## config.mk

```make
export PLATFORM = sky130hd
export DESIGN_NAME = fll_coarse_tune
export DESIGN_NICKNAME = d
export VERILOG_FILES = /design/src/rtl/fll_pkg.sv /design/src/rtl/fll_win_counter.sv /design/src/rtl/fll_deadband_filter.sv /design/src/rtl/fll_lock_detect.sv /design/src/rtl/fll_coarse_tune.sv
export SDC_FILE = /design/constraint.sdc
export NUM_CORES = 1
export LEC_CHECK = 0
export BUFFER_PORTS_ARGS = -buffer_cell sky130_fd_sc_hd__buf_4
export CAP_MARGIN = 10
export CORE_UTILIZATION = 40
export CTS_BUF_LIST = sky130_fd_sc_hd__clkbuf_8
export CTS_CLUSTER_DIAMETER = 40
export CTS_CLUSTER_SIZE = 8
export DETAILED_ROUTE_END_ITERATION = 7
export PLACE_DENSITY = 0.61
export SYNTH_ARGS = -nofsm -noshare
export SYNTH_HDL_FRONTEND = slang
export SYNTH_SLANG_ARGS = --single-unit
```

## constraint.sdc

```tcl
create_clock -name clk -period 5.7 [get_ports clk]
set_input_delay 1.425 -clock clk [delete_from_list [all_inputs] [get_ports clk]]
set_output_delay 1.425 -clock clk [all_outputs]
set_load 0.05 [all_outputs]
```

## src/rtl/fll_pkg.sv

```systemverilog
package fll_pkg;
  localparam int CNT_W  = 12;
  localparam int CODE_W = 8;

  typedef logic [CNT_W-1:0]  count_t;
  typedef logic [CNT_W:0]    err_t;   // two's complement, one bit wider
  typedef logic [CODE_W-1:0] code_t;

  localparam count_t CNT_MAX  = '1;
  localparam code_t  CODE_MAX = '1;
endpackage

```

## src/rtl/fll_win_counter.sv

```systemverilog
module fll_win_counter
  import fll_pkg::*;
#(
  parameter int WIN_CYCLES = 16,
  parameter int INC_W      = 9
) (
  input  logic             clk,
  input  logic             rst_n,
  input  logic [INC_W-1:0] inc,
  output count_t           meas,
  output logic             meas_vld
);
  localparam int TW    = (WIN_CYCLES > 2) ? $clog2(WIN_CYCLES) : 1;
  localparam int SUM_W = ((CNT_W > INC_W) ? CNT_W : INC_W) + 1;

  logic [TW-1:0]    tick;
  count_t           acc;
  logic [SUM_W-1:0] sum;
  count_t           sum_sat;
  logic             last;

  always_comb begin
    sum     = SUM_W'(acc) + SUM_W'(inc);
    sum_sat = (sum > SUM_W'(CNT_MAX)) ? CNT_MAX : sum[CNT_W-1:0];
    last    = (tick == TW'(WIN_CYCLES - 1));
  end

  always_ff @(posedge clk or negedge rst_n) begin
    if (!rst_n) begin
      tick     <= '0;
      acc      <= '0;
      meas     <= '0;
      meas_vld <= 1'b0;
    end else begin
      tick     <= last ? '0 : tick + 1'b1;
      acc      <= last ? '0 : sum_sat;
      meas_vld <= last;
      if (last) meas <= sum_sat;
    end
  end
endmodule

```

## src/rtl/fll_deadband_filter.sv

```systemverilog
module fll_deadband_filter
  import fll_pkg::*;
#(
  parameter int    DEAD_BAND  = 4,
  parameter code_t RESET_CODE = 8'd128
) (
  input  logic   clk,
  input  logic   rst_n,
  input  count_t meas,
  input  logic   meas_vld,
  input  count_t fcw,
  output code_t  code,
  output logic   in_band
);
  err_t err;
  err_t mag;
  logic neg;

  always_comb begin
    err     = err_t'({1'b0, fcw}) - err_t'({1'b0, meas});
    neg     = err[CNT_W];
    mag     = neg ? (~err + 1'b1) : err;
    in_band = (mag <= err_t'(DEAD_BAND));
  end

  always_ff @(posedge clk or negedge rst_n) begin
    if (!rst_n) begin
      code <= RESET_CODE;
    end else if (meas_vld && !in_band) begin
      if (!neg && code != CODE_MAX)    code <= code + 1'b1;
      else if (neg && code != '0)      code <= code - 1'b1;
    end
  end
endmodule

```

## src/rtl/fll_lock_detect.sv

```systemverilog
module fll_lock_detect #(
  parameter int LOCK_RUN = 4
) (
  input  logic clk,
  input  logic rst_n,
  input  logic meas_vld,
  input  logic in_band,
  output logic locked
);
  localparam int RW = $clog2(LOCK_RUN + 1);

  logic [RW-1:0] run;

  always_ff @(posedge clk or negedge rst_n) begin
    if (!rst_n) begin
      run    <= '0;
      locked <= 1'b0;
    end else if (meas_vld) begin
      if (in_band) begin
        if (run != RW'(LOCK_RUN))     run <= run + 1'b1;
        if (run == RW'(LOCK_RUN - 1)) locked <= 1'b1;
      end else begin
        run <= '0;
      end
    end
  end
endmodule

```

## src/rtl/fll_coarse_tune.sv

```systemverilog
module fll_coarse_tune
  import fll_pkg::*;
#(
  parameter int    WIN_CYCLES = 16,
  parameter int    INC_W      = 9,
  parameter int    DEAD_BAND  = 4,
  parameter int    LOCK_RUN   = 4,
  parameter code_t RESET_CODE = 8'd128
) (
  input  logic             clk,
  input  logic             rst_n,
  input  logic [INC_W-1:0] osc_inc,
  input  logic [11:0]      fcw,
  output logic [7:0]       coarse_code,
  output logic             locked
);
  count_t meas;
  logic   meas_vld;
  logic   in_band;
  code_t  code;

  fll_win_counter #(.WIN_CYCLES(WIN_CYCLES), .INC_W(INC_W)) u_cnt (
    .clk(clk), .rst_n(rst_n), .inc(osc_inc), .meas(meas), .meas_vld(meas_vld)
  );

  fll_deadband_filter #(.DEAD_BAND(DEAD_BAND), .RESET_CODE(RESET_CODE)) u_filt (
    .clk(clk), .rst_n(rst_n), .meas(meas), .meas_vld(meas_vld), .fcw(fcw),
    .code(code), .in_band(in_band)
  );

  fll_lock_detect #(.LOCK_RUN(LOCK_RUN)) u_lock (
    .clk(clk), .rst_n(rst_n), .meas_vld(meas_vld), .in_band(in_band),
    .locked(locked)
  );

  assign coarse_code = code;
endmodule

```

==> results.sh, run 1 <==
export IMPL_outcome="complete, no violations"
export IMPL_synth_most_common_cell="dfrtp_1"
export IMPL_synth_area_top_cells="dfrtp_1 30%, ha_1 12%, o21ai_0 3.8%"
export IMPL_vias=2675
export IMPL_synth_top_area_frac=0.302
export IMPL_startpoint_type="input port"
export IMPL_path_class="input port to flip-flop"
export IMPL_p_int_w=0.00106
export IMPL_post_synth_top_area_cell="dfrtp_1"
export IMPL_die_w_um=93.0
export IMPL_syn2layout_area_growth_pct=12.7
export IMPL_hold_viol=0
export IMPL_cp_buffers_inverters=2
export IMPL_ys_async_sr_fraction=1.00
export IMPL_finalCriticalPeriod_ps=5130
export IMPL_clk_pin_slew_worst_paths_ps=70
export IMPL_grt_overflow=0
export IMPL_final_setup_viol_count=0
export IMPL_cp_data_required_time_ps=5920
export IMPL_cellLeakagePower_nw=1.72
export IMPL_avgSynthCellArea_sq_um=9.19
export IMPL_power_switching_w=0.00104
export IMPL_synthesis_area_sq_mm=0.00331
export IMPL_cp_max_fo=10
export IMPL_cts_buffer_depth=2
export IMPL_wire_per_inst_um=13.5
export IMPL_yosys_top_cells_count="40 x dfrtp_1, 33 x nor2_1, 32 x ha_1, 26 x inv_1, 25 x o21ai_0"
export IMPL_row_count=32
export IMPL_grt_usage=0.175
export IMPL_drt_iter0_markers=135
export IMPL_hold_class="flip-flop to flip-flop"
export IMPL_maxSlewViolCount=0
export IMPL_die_area_sq_mm=0.00864
export IMPL_final_cells=495
export IMPL_drt_total_wl_mm=6.70
export IMPL_combinationalPowerShare=0.705
export IMPL_fin_nets=452
export IMPL_power_density_mw_per_mm2=564
export IMPL_clock_skew_ps=6.60
export IMPL_first_global_vias=2683
export IMPL_yosysWarnings=0
export IMPL_cts_buffers=5
export IMPL_path_delay_family="compound AO/OA/AOI/OAI gates"
export IMPL_drc_errors=0
export IMPL_fin_util=0.475
export IMPL_layout_drive_gt1_share=0.168
export IMPL_portBuffers=31
export IMPL_io_pins=32
export IMPL_fill_cells=785
export IMPL_die_h_um=93.0
export IMPL_synth_distinct_cells=67
export IMPL_end_kind="flip-flop"
export IMPL_syn_num_nets=418
export IMPL_synth_ff_type="dfrtp_1"
export IMPL_start_util=0.422
export IMPL_core_sq_mm=0.00785
export IMPL_synth_edf_count=0
export IMPL_grt_pass1_wl_mm=12.1
export IMPL_pwr_share_seq=0.211
export IMPL_cts_tree="built"
export IMPL_setup_tns_ps=0
export IMPL_fin_crit_sh=0.900
export IMPL_via_per_inst=5.40
export IMPL_diodes=0
export IMPL_crit_chain="buf_4 -> inv_1 -> ha_1 -> fa_1 -> nand2b_2 -> a211oi_2 -> o2111ai_1 -> nand2_2 -> o21ai_0 -> ha_1 -> a21o_1 -> a21oi_1 -> o21bai_1 -> a21oi_1 -> o21ai_0 -> xor2_1 -> o211ai_1 -> a31oi_1 -> xor2_1"
export IMPL_ir_drop_mv=0.245
export IMPL_worstMarginPinSlew_ps=791
export IMPL_dr_pass1_iters=4
export IMPL_slew_headroom=0.471
export IMPL_hold_buffers=0
export IMPL_syn_inst=360
export IMPL_cpPeakStageDelay_ps=420
export IMPL_clock_root_buffer="clkbuf_8"
export IMPL_p_clk_frac=0.083
export IMPL_ys_ff_latch=41
export IMPL_crit_slowest_cell="fa_1"
export IMPL_max_freq_mhz=195
export IMPL_grt_max_degree=42
export IMPL_post_cts_setup_buffers=0
export IMPL_grt_antenna_before_repair=0
export IMPL_clk_latency_ps=290
export IMPL_synth_seq_area_share=0.310
export IMPL_gp_congestion=0.808
export IMPL_ant_nets=0
export IMPL_worstPathArrival_ps=5350
export IMPL_dp_cells=489
export IMPL_drv_cap=0
export IMPL_cts_sinks=41
export IMPL_dp_hpwl_mm=5.25
export IMPL_ctsResizeCount=0
export IMPL_h_tree_depth=2
export IMPL_p_sw_frac=0.495
export IMPL_grt_setup_unrepaired="false"
==> cells in the final DEF (no fill, tap or decap), drive strengths merged, types with 4 or more instances in the layout <==
master  synthesis  layout
or3             5       5
o211ai          8       8
or2             5       5
inv            26      26
nand3          11      11
nand2          24      24
mux2            7       7
nor4            4       4
o21bai          9       9
buf             3      32
o21ai          27      27
a21oi          24      24
a21o            7       7
xnor2          11      11
and2            4       4
a31oi           4       4
dfrtp          40      40
clkbuf          2       5
nor2           33      33
ha             32      32
nand4          10      10
xor2           12      12
mux2i           6       6
nor2b           4       4
==> cells by family (layout without fill, tap and decap cells) <==
group,after synthesis,after routing,synth area share
AND/OR/NAND/NOR,114,114,0.177
buffers and inverters,31,64,0.0359
AO/OA/AOI/OAI,103,103,0.225
XOR/XNOR,23,23,0.0631
adder cells (fa/ha/maj),35,35,0.139
multiplexers,13,13,0.0488
flip-flops,41,41,0.310
==> registers in the layout (all words and copies together) (netlist names) <==
signal          flops
u_cnt.meas         12
u_cnt.meas_vld      1
u_cnt.acc          12
u_lock.locked       1
u_cnt.tick          4
u_lock.run          3
u_filt.code         8
==> routing by layer <==
layer / track usage / routed length [um] / vias to the layer above
met2: 0.282 / 3070 / 34
met4: 0.0526 / 89 / 0
met1: 0.237 / 3350 / 1258
met5: 0 / 0 / -
li1: - / - / 1375
met3: 0.0328 / 187 / 8
==> stage by stage <==
stage / setup slack, ps / instance area, sq um / hold slack, ps / power, W
final: 572 / 3730 / 480 / 0.00210
after global routing: 178 / 3730 / 503 / 0.00231
after CTS: 555 / 3730 / 488 / 0.00211
after detailed placement: 271 / 3660 / 468 / 0.00193
after global placement: 424 / 3660 / 465 / 0.00190
after floorplan: 585 / 3310 / 450 / 0.00163
==> final timing paths <==
kind,cells after the start,end,slack (ps),startpoint
worst min-delay path,2,u_cnt.meas[9]$_DFFE_PN0P_,480,u_cnt.meas[9]$_DFFE_PN0P_
worst min register to register,2,u_cnt.meas[9]$_DFFE_PN0P_,480,u_cnt.meas[9]$_DFFE_PN0P_
worst max-delay path,19,u_filt.code[7]$_DFFE_PN1P_,570,fcw[0]
worst max register to register,17,u_filt.code[7]$_DFFE_PN1P_,1420,u_cnt.meas[0]$_DFFE_PN0P_
max in group asynchronous,1,u_cnt.meas[3]$_DFFE_PN0P_,4220,rst_n
min in group asynchronous,1,u_lock.locked$_DFFE_PN0P_,1110,rst_n
==> power groups by stage <==
stage / registers [W] / clock network, W / logic (W)
final: 0.000444 / 0.000175 / 0.00148
after global routing: 0.000455 / 0.000195 / 0.00165
after CTS: 0.000445 / 0.000183 / 0.00149
after detailed placement: 0.000451 / 0 / 0.00147
after global placement: 0.000446 / 0 / 0.00146
after floorplan: 0.000534 / 0 / 0.00110
==> area by class of cell <==
type	instances	area, sq um	area share
clock buffers	5	68.8	0.0185
clock inverters	1	5.00	0.00134
repair buffers	32	240	0.0644
multi-input cells	288	2160	0.580
flip-flops and latches	41	1030	0.275
well taps	102	128	0.0342
inverters	26	97.6	0.0262
==> worst min-delay path, stage by stage, from the launching register on <==
cell     delay [ps]
dfrtp_1         340
nand2_1          50
o21ai_0          60
Note: power is estimated with default switching activity, not from simulation.
==> inputs of run 2 (changes only) <==
ABC_AREA = 1   (was default)
PLACE_DENSITY = 0.6   (was 0.61)
SYNTH_HIERARCHICAL = 1   (was default)
==> results.sh, run 2 <==
export IMPL_met2_usage=0.311
export IMPL_reg_top3="u_cnt/acc (12), u_cnt/meas (12), u_filt/code (8)"
export IMPL_drt_total_wl_mm=7.90
export IMPL_cts_tree="built"
export IMPL_drc_errors=0
export IMPL_synth_xor_area_frac=0.0465
export IMPL_syn_inst=539
export IMPL_fin_nets=629
export IMPL_top_usage_layer="met2"
export IMPL_synth_ff_type="dfrtp_1"
export IMPL_clk_latency_ps=300
export IMPL_first_global_vias=3327
export IMPL_ys_ff_latch=41
export IMPL_outcome="complete, no violations"
export IMPL_ff2ff_path_depth=22
export IMPL_grt_usage=0.178
export IMPL_cp_max_fo=17
export IMPL_syn_num_nets=597
export IMPL_drv_cap=0
export IMPL_vias=3322
export IMPL_row_count=34
export IMPL_yosys_top_cells_count="188 x nand2_1, 78 x inv_1, 48 x nand3_1, 40 x dfrtp_1, 32 x ha_1"
export IMPL_post_cts_setup_buffers=0
export IMPL_dr_pass1_iters=4
export IMPL_synth_top_area_frac=0.268
export IMPL_grt_max_degree=42
export IMPL_end_kind="flip-flop"
export IMPL_worstMarginPinSlew_ps=990
export IMPL_synth_seq_area_share=0.275
export IMPL_gr_usage_met1=0.229
export IMPL_portBuffers=31
export IMPL_ir_drop_mv=0.151
export IMPL_clk_pin_slew_worst_paths_ps=90
export IMPL_maxSlewViolCount=0
export IMPL_max_freq_mhz=223
export IMPL_synth_edf_count=0
export IMPL_synth_fa_ha_area_frac=0.123
export IMPL_power_density_mw_per_mm2=533
export IMPL_gp_congestion=0.872
export IMPL_core_sq_mm=0.00889
export IMPL_cp_data_required_time_ps=5950
export IMPL_cellLeakagePower_nw=2.36
export IMPL_synth_mux_area_frac=0
export IMPL_final_common_cell="nand2_1"
export IMPL_ys_async_sr_fraction=1.00
export IMPL_h_tree_depth=2
export IMPL_power_total_w=0.00223
export IMPL_path_class="input port to flip-flop"
export IMPL_die_h_um=98.7
export IMPL_final_setup_viol_count=0
export IMPL_grt_antenna_before_repair=0
export IMPL_die_area_sq_mm=0.00974
export IMPL_yosys_area_share_simple=0.373
export IMPL_hold_class="flip-flop to flip-flop"
export IMPL_synth_top_family_by_area="simple AND/OR/NAND/NOR gates"
export IMPL_grt_setup_unrepaired="false"
export IMPL_start_util=0.420
export IMPL_cts_sinks=41
export IMPL_fill_cells=891
export IMPL_p_clk_frac=0.112
export IMPL_drt_iter0_markers=114
export IMPL_via_per_inst=4.89
export IMPL_setup_tns_ps=0
export IMPL_slew_headroom=0.339
export IMPL_final_cell_mix="188 x nand2_1, 78 x inv_1, 48 x nand3_1, 40 x dfrtp_1, 32 x ha_1"
export IMPL_worstPathArrival_ps=4730
export IMPL_diodes=0
export IMPL_die_w_um=98.7
export IMPL_dp_hpwl_mm=6.37
export IMPL_cts_buffers=5
export IMPL_p_sw_frac=0.519
export IMPL_avgSynthCellArea_sq_um=6.94
export IMPL_hold_buffers=0
export IMPL_layout_drive_gt1_share=0.154
export IMPL_grt_overflow=0
export IMPL_pwr_share_seq=0.201
export IMPL_clock_skew_ps=13.2
export IMPL_ant_nets=0
export IMPL_synth_distinct_cells=40
export IMPL_synth_area_top_cells="dfrtp_1 27%, nand2_1 19%, ha_1 11%"
export IMPL_synthesis_area_sq_mm=0.00374
export IMPL_wire_per_inst_um=11.6
export IMPL_post_synth_top_area_cell="dfrtp_1"
export IMPL_io_pins=32
export IMPL_synth_compound_gate_area_share=0.0870
export IMPL_synth_most_common_cell="nand2_1"
export IMPL_clock_root_buffer="clkbuf_8"
export IMPL_p_int_w=0.00107
export IMPL_ctsResizeCount=0
export IMPL_yosysWarnings=6
export IMPL_fin_crit_sh=0.786
export IMPL_syn2layout_area_growth_pct=11.7
export IMPL_finalCriticalPeriod_ps=4480
export IMPL_grt_util_met3=0.0227
export IMPL_combinationalPowerShare=0.686
export IMPL_whs_path_depth=1
export IMPL_power_switching_w=0.00116
export IMPL_hold_viol=0
export IMPL_cts_buffer_depth=2
export IMPL_startpoint_type="input port"
export IMPL_grt_pass1_wl_mm=14.2
==> run 2: cell count changes in the layout (fill, tap and decap cells not counted), moves of 6 or more <==
cell / delta
mux2_4: -6
nand2_1: +165
mux2i_1: -6
o21bai_1: -6
nand3_1: +38
o211ai_1: -7
nor2_1: -11
o21ai_0: -23
inv_1: +52
nand2_2: +15
nor2_2: +6
==> run 2: cell families (layout without fill, tap and decap cells) <==
logic type | after synthesis | in the layout
DFF | 41 | 41
xor gates and xnor gates | 19 | 19
buffers and inverters | 88 | 121
and+or+nand+nor | 307 | 307
AOI/OAI and AO/OA | 49 | 49
adders and majority gates | 35 | 35
==> run 2: layout make-up <==
type                            instances  area (sq um)  share of cell area
Clock buffer                            6          82.6              0.0198
Clock inverter                          2          37.5             0.00898
Inverter                               82           308              0.0737
Multi-Input combinational cell        410          2350               0.564
Sequential cell                        41          1030               0.246
Tap cell                              108           135              0.0323
Timing Repair Buffer                   31           233              0.0557
==> run 2: worst max-delay path, stage by stage <==
cell	delay, ps
buf_4	110
ha_1	360
nand2_1	100
nand2_1	70
inv_2	60
nor2_1	40
nor2_2	70
nand2_1	90
nor2_4	330
inv_1	120
o21ai_1	440
ha_1	420
a21oi_1	160
nand2_1	100
a21oi_1	140
o21bai_1	100
nand2_1	80
nand2_1	50
a21oi_1	140
xor2_1	160
nand3_1	80
nand2_1	90
==> run 2: path summary, 6_finish.rpt <==
| check | startpoint | slack (ps) | to |
|---|---|---|---|
| setup / recovery | fcw[9] | 1220 | u_filt/code[7]$_DFFE_PN1P_ |
| hold / removal | u_lock/locked$_DFFE_PN0P_ | 470 | u_lock/locked$_DFFE_PN0P_ |
| setup reg to reg | u_cnt/meas[9]$_DFFE_PN0P_ | 2070 | u_filt/code[7]$_DFFE_PN1P_ |
| hold reg to reg | u_lock/locked$_DFFE_PN0P_ | 470 | u_lock/locked$_DFFE_PN0P_ |
| max in group asynchronous | rst_n | 4240 | u_filt/code[7]$_DFFE_PN1P_ |
| min in group asynchronous | rst_n | 1090 | u_lock/locked$_DFFE_PN0P_ |
==> run 2: layer usage <==
metal	up-vias	share of wire
met4	0	0.014
met3	16	0.028
met2	55	0.47
met1	1484	0.49
li1	1767	-
met5	-	0
==> run 2: through the flow <==
step                      hold slack (ps)  utilization  setup WS [ps]  instances  cell area [sq um]
after floorplan                       449            -           1460        539               3740
after global placement                450        0.456           1060        672               4060
after detailed placement              451        0.456            936        672               4060
after CTS                             479        0.470           1260        680               4180
after global routing                  519        0.470            858        680               4180
final                                 475        0.470           1220        680               4180
==> run 2: power groups by stage <==
stage | Sequential [W] | Clock (W) | Combinational (W)
floorplan | 0.000533 | 0 | 0.00115
global route | 0.000463 | 0.000271 | 0.00173
detailed placement | 0.000455 | 0 | 0.00153
global placement | 0.000449 | 0 | 0.00151
finish | 0.000448 | 0.000250 | 0.00153
CTS | 0.000449 | 0.000260 | 0.00153
==> inputs of run 3 (changes only) <==
ABC_AREA = 0   (was 1)
PLACE_DENSITY = 0.61   (was 0.6)
clock period = 4.2 ns   (was 5.7 ns; I/O delays follow)
==> results.sh, run 3 <==
export IMPL_rr_startpoint="u_cnt/meas[0]$_DFFE_PN0P_"
export IMPL_ys_ff_latch=41
export IMPL_vias=2899
export IMPL_synth_distinct_cells=77
export IMPL_cts_buffers=5
export IMPL_io_pins=32
export IMPL_cts_buffer_depth=2
export IMPL_fin_nets=478
export IMPL_cp_max_fo=4
export IMPL_fin_crit_sh=0.941
export IMPL_synth_top_area_frac=0.292
export IMPL_synth_fa_ha_area_frac=0.135
export IMPL_clock_root_buffer="clkbuf_8"
export IMPL_endpoint="u_filt/code[7]$_DFFE_PN1P_"
export IMPL_die_w_um=94.5
export IMPL_h_tree_depth=2
export IMPL_start_util=0.415
export IMPL_drt_total_wl_mm=7.54
export IMPL_cp_startpoint="fcw[0]"
export IMPL_dr_pass1_iters=4
export IMPL_grt_max_degree=42
export IMPL_synth_mux_area_frac=0.0336
export IMPL_hold_viol=0
export IMPL_reg_top3="u_cnt/acc (12), u_cnt/meas (12), u_filt/code (8)"
export IMPL_p_clk_frac=0.104
export IMPL_worstPathArrival_ps=4180
export IMPL_drv_cap=0
export IMPL_cp_data_required_time_ps=4420
export IMPL_wire_per_inst_um=14.3
export IMPL_startpoint_type="input port"
export IMPL_syn2layout_area_growth_pct=18.9
export IMPL_setup_ws_ps=248
export IMPL_gp_congestion=0.817
export IMPL_ir_drop_mv=0.195
export IMPL_end_kind="flip-flop"
export IMPL_drt_iter0_markers=96
export IMPL_yosysWarnings=6
export IMPL_clk_pin_slew_worst_paths_ps=80
export IMPL_multiInputGateArea_sq_mm=0.00225
export IMPL_rrSetupSlack_ps=730
export IMPL_avgSynthCellArea_sq_um=9.33
export IMPL_slew_headroom=0.474
export IMPL_maxSlewViolCount=0
export IMPL_max_freq_mhz=253
export IMPL_synthesis_area_sq_mm=0.00342
export IMPL_whs_path_depth=1
export IMPL_diodes=0
export IMPL_final_cell_mix="57 x buf_4, 40 x dfrtp_1, 30 x inv_1, 30 x ha_1"
export IMPL_power_density_mw_per_mm2=767
export IMPL_portBuffers=31
export IMPL_syn_num_nets=425
export IMPL_die_area_sq_mm=0.00893
export IMPL_combinationalPowerShare=0.703
export IMPL_final_area_sq_mm=0.00407
export IMPL_finalCriticalPeriod_ps=3950
export IMPL_cts_sinks=41
export IMPL_dpl_cell_area_sq_mm=0.00395
export IMPL_worstMarginPinSlew_ps=788
export IMPL_ys_async_sr_fraction=1.00
export IMPL_drc_errors=0
export IMPL_power_switching_w=0.00140
export IMPL_grt_usage=0.179
export IMPL_grt_antenna_before_repair=0
export IMPL_synth_top_family_by_area="compound AO/OA/AOI/OAI gates"
export IMPL_outcome="complete, no violations"
export IMPL_row_count=33
export IMPL_preCtsSetupSlack_ps=-89.2
export IMPL_ctsResizeCount=0
export IMPL_regArea_sq_mm=0.00103
export IMPL_post_synth_top_area_cell="dfrtp_1"
export IMPL_hold_class="flip-flop to flip-flop"
export IMPL_r2r_end="u_filt/code[7]$_DFFE_PN1P_"
export IMPL_path_class="input port to flip-flop"
export IMPL_final_common_cell="buf_4"
export IMPL_synth_seq_area_share=0.300
export IMPL_dp_hpwl_mm=5.89
export IMPL_layout_drive_gt1_share=0.264
export IMPL_clk_latency_ps=290
export IMPL_synth_area_top_cells="dfrtp_1 29%, ha_1 12%, xnor2_1 3.8%"
export IMPL_synth_ff_type="dfrtp_1"
export IMPL_synth_most_common_cell="dfrtp_1"
export IMPL_cts_tree="built"
export IMPL_power_total_w=0.00312
export IMPL_fill_cells=782
export IMPL_p_int_w=0.00172
export IMPL_yosys_top_cells_count="40 x dfrtp_1, 32 x ha_1, 30 x inv_1, 25 x a21oi_1, 22 x nor2_1"
export IMPL_syn_inst=367
export IMPL_first_global_vias=2776
export IMPL_synth_edf_count=0
export IMPL_core_sq_mm=0.00826
export IMPL_ff2ff_path_depth=18
export IMPL_via_per_inst=5.51
export IMPL_grt_overflow=0
export IMPL_synth_compound_gate_area_share=0.274
export IMPL_pwr_share_seq=0.193
export IMPL_synth_xor_area_frac=0.0588
export IMPL_die_h_um=94.5
export IMPL_p_sw_frac=0.450
export IMPL_grt_pass1_wl_mm=12.6
export IMPL_final_setup_viol_count=0
export IMPL_ant_nets=0
export IMPL_grt_setup_unrepaired="false"
export IMPL_yosys_area_share_simple=0.144
export IMPL_cellLeakagePower_nw=1.82
export IMPL_clock_skew_ps=5.13
## run 3: cell types whose count changed after synthesis, sizes merged, moves of 9 or more
cell,before,now
o21ai,4,13
nand2,208,20
a31oi,1,11
inv,81,30
nand3,54,13
nor2,31,22
## run 3: how the worst min path moves through the flow
stage	startpoint	to	slack [ps]
detailed placement	u_cnt/tick[3]$_DFF_PN0_	u_cnt/tick[3]$_DFF_PN0_	480
CTS	u_cnt/tick[3]$_DFF_PN0_	u_cnt/tick[3]$_DFF_PN0_	490
finish	u_cnt/tick[3]$_DFF_PN0_	u_cnt/tick[3]$_DFF_PN0_	490
global route	u_cnt/meas[10]$_DFFE_PN0P_	u_cnt/meas[10]$_DFFE_PN0P_	520
floorplan	u_cnt/meas[10]$_DFFE_PN0P_	u_cnt/meas[10]$_DFFE_PN0P_	450
global placement	u_cnt/meas[11]$_DFFE_PN0P_	u_cnt/meas[11]$_DFFE_PN0P_	470
## run 3: critical path: stages
cell and delay, ps:
buf_4 70, inv_1 30, ha_2 190, fa_2 390, nor2b_2 150, o2111ai_2 180
a211oi_2 260, o22a_1 210, o21a_1 160, inv_2 70, ha_1 270, a21o_1 190
a21oi_2 140, o21ai_1 90, o21ai_1 170, nand2b_1 80, a21oi_2 130, xnor2_1 120
nand2_1 80, xnor2_1 130
## run 3: kinds of logic after synthesis
group,Yosys count
buffers and inverters,41
adder cells (fa/ha/maj),35
AND/OR/NAND/NOR,96
multiplexers,10
AO/OA/AOI/OAI,121
XOR/XNOR,23
flip-flops,41
## run 3: stage by stage
step,std cells,hold WS [ps],util,TNS [ps]
6_report,526,493,0.493,0
3_5_place_dp,518,481,0.479,-152
3_3_place_gp,518,468,0.479,0
2_1_floorplan,367,449,-,-27.6
5_1_grt,526,523,0.493,0
4_1_cts,526,492,0.493,0
## run 3: final cells by class
| type | count | share of cell area |
|---|---|---|
| clock buffers | 6 | 0.0203 |
| clock inverters | 2 | 0.00830 |
| inverters | 30 | 0.0277 |
| multi-input cells | 285 | 0.554 |
| flip-flops and latches | 41 | 0.252 |
| well taps | 105 | 0.0323 |
| repair buffers | 57 | 0.105 |
## run 3: power by group through the flow
stage	clock [W]	sequential (W)	combinational [W]
after detailed placement	0	0.000615	0.00218
after global routing	0.000353	0.000621	0.00243
final	0.000325	0.000603	0.00219
after global placement	0	0.000609	0.00215
after floorplan	0	0.000726	0.00147
after CTS	0.000340	0.000606	0.00219
## run 3: per-layer routing
metal	share of wire	global-route usage	vias up	wire, um
met1	0.47	0.234	1368	3540
met4	0.0093	0.0556	0	70
met5	0	0	-	0
li1	-	-	1479	-
met3	0.028	0.0225	6	209
met2	0.49	0.307	46	3720
## run 3: timing repair
| item | 4_1_cts | 5_1_grt |
|---|---|---|
| hold buffers | 0 | 0 |
| setup endpoints to repair | 0 | 1 |
| buffers inserted | 0 | 0 |
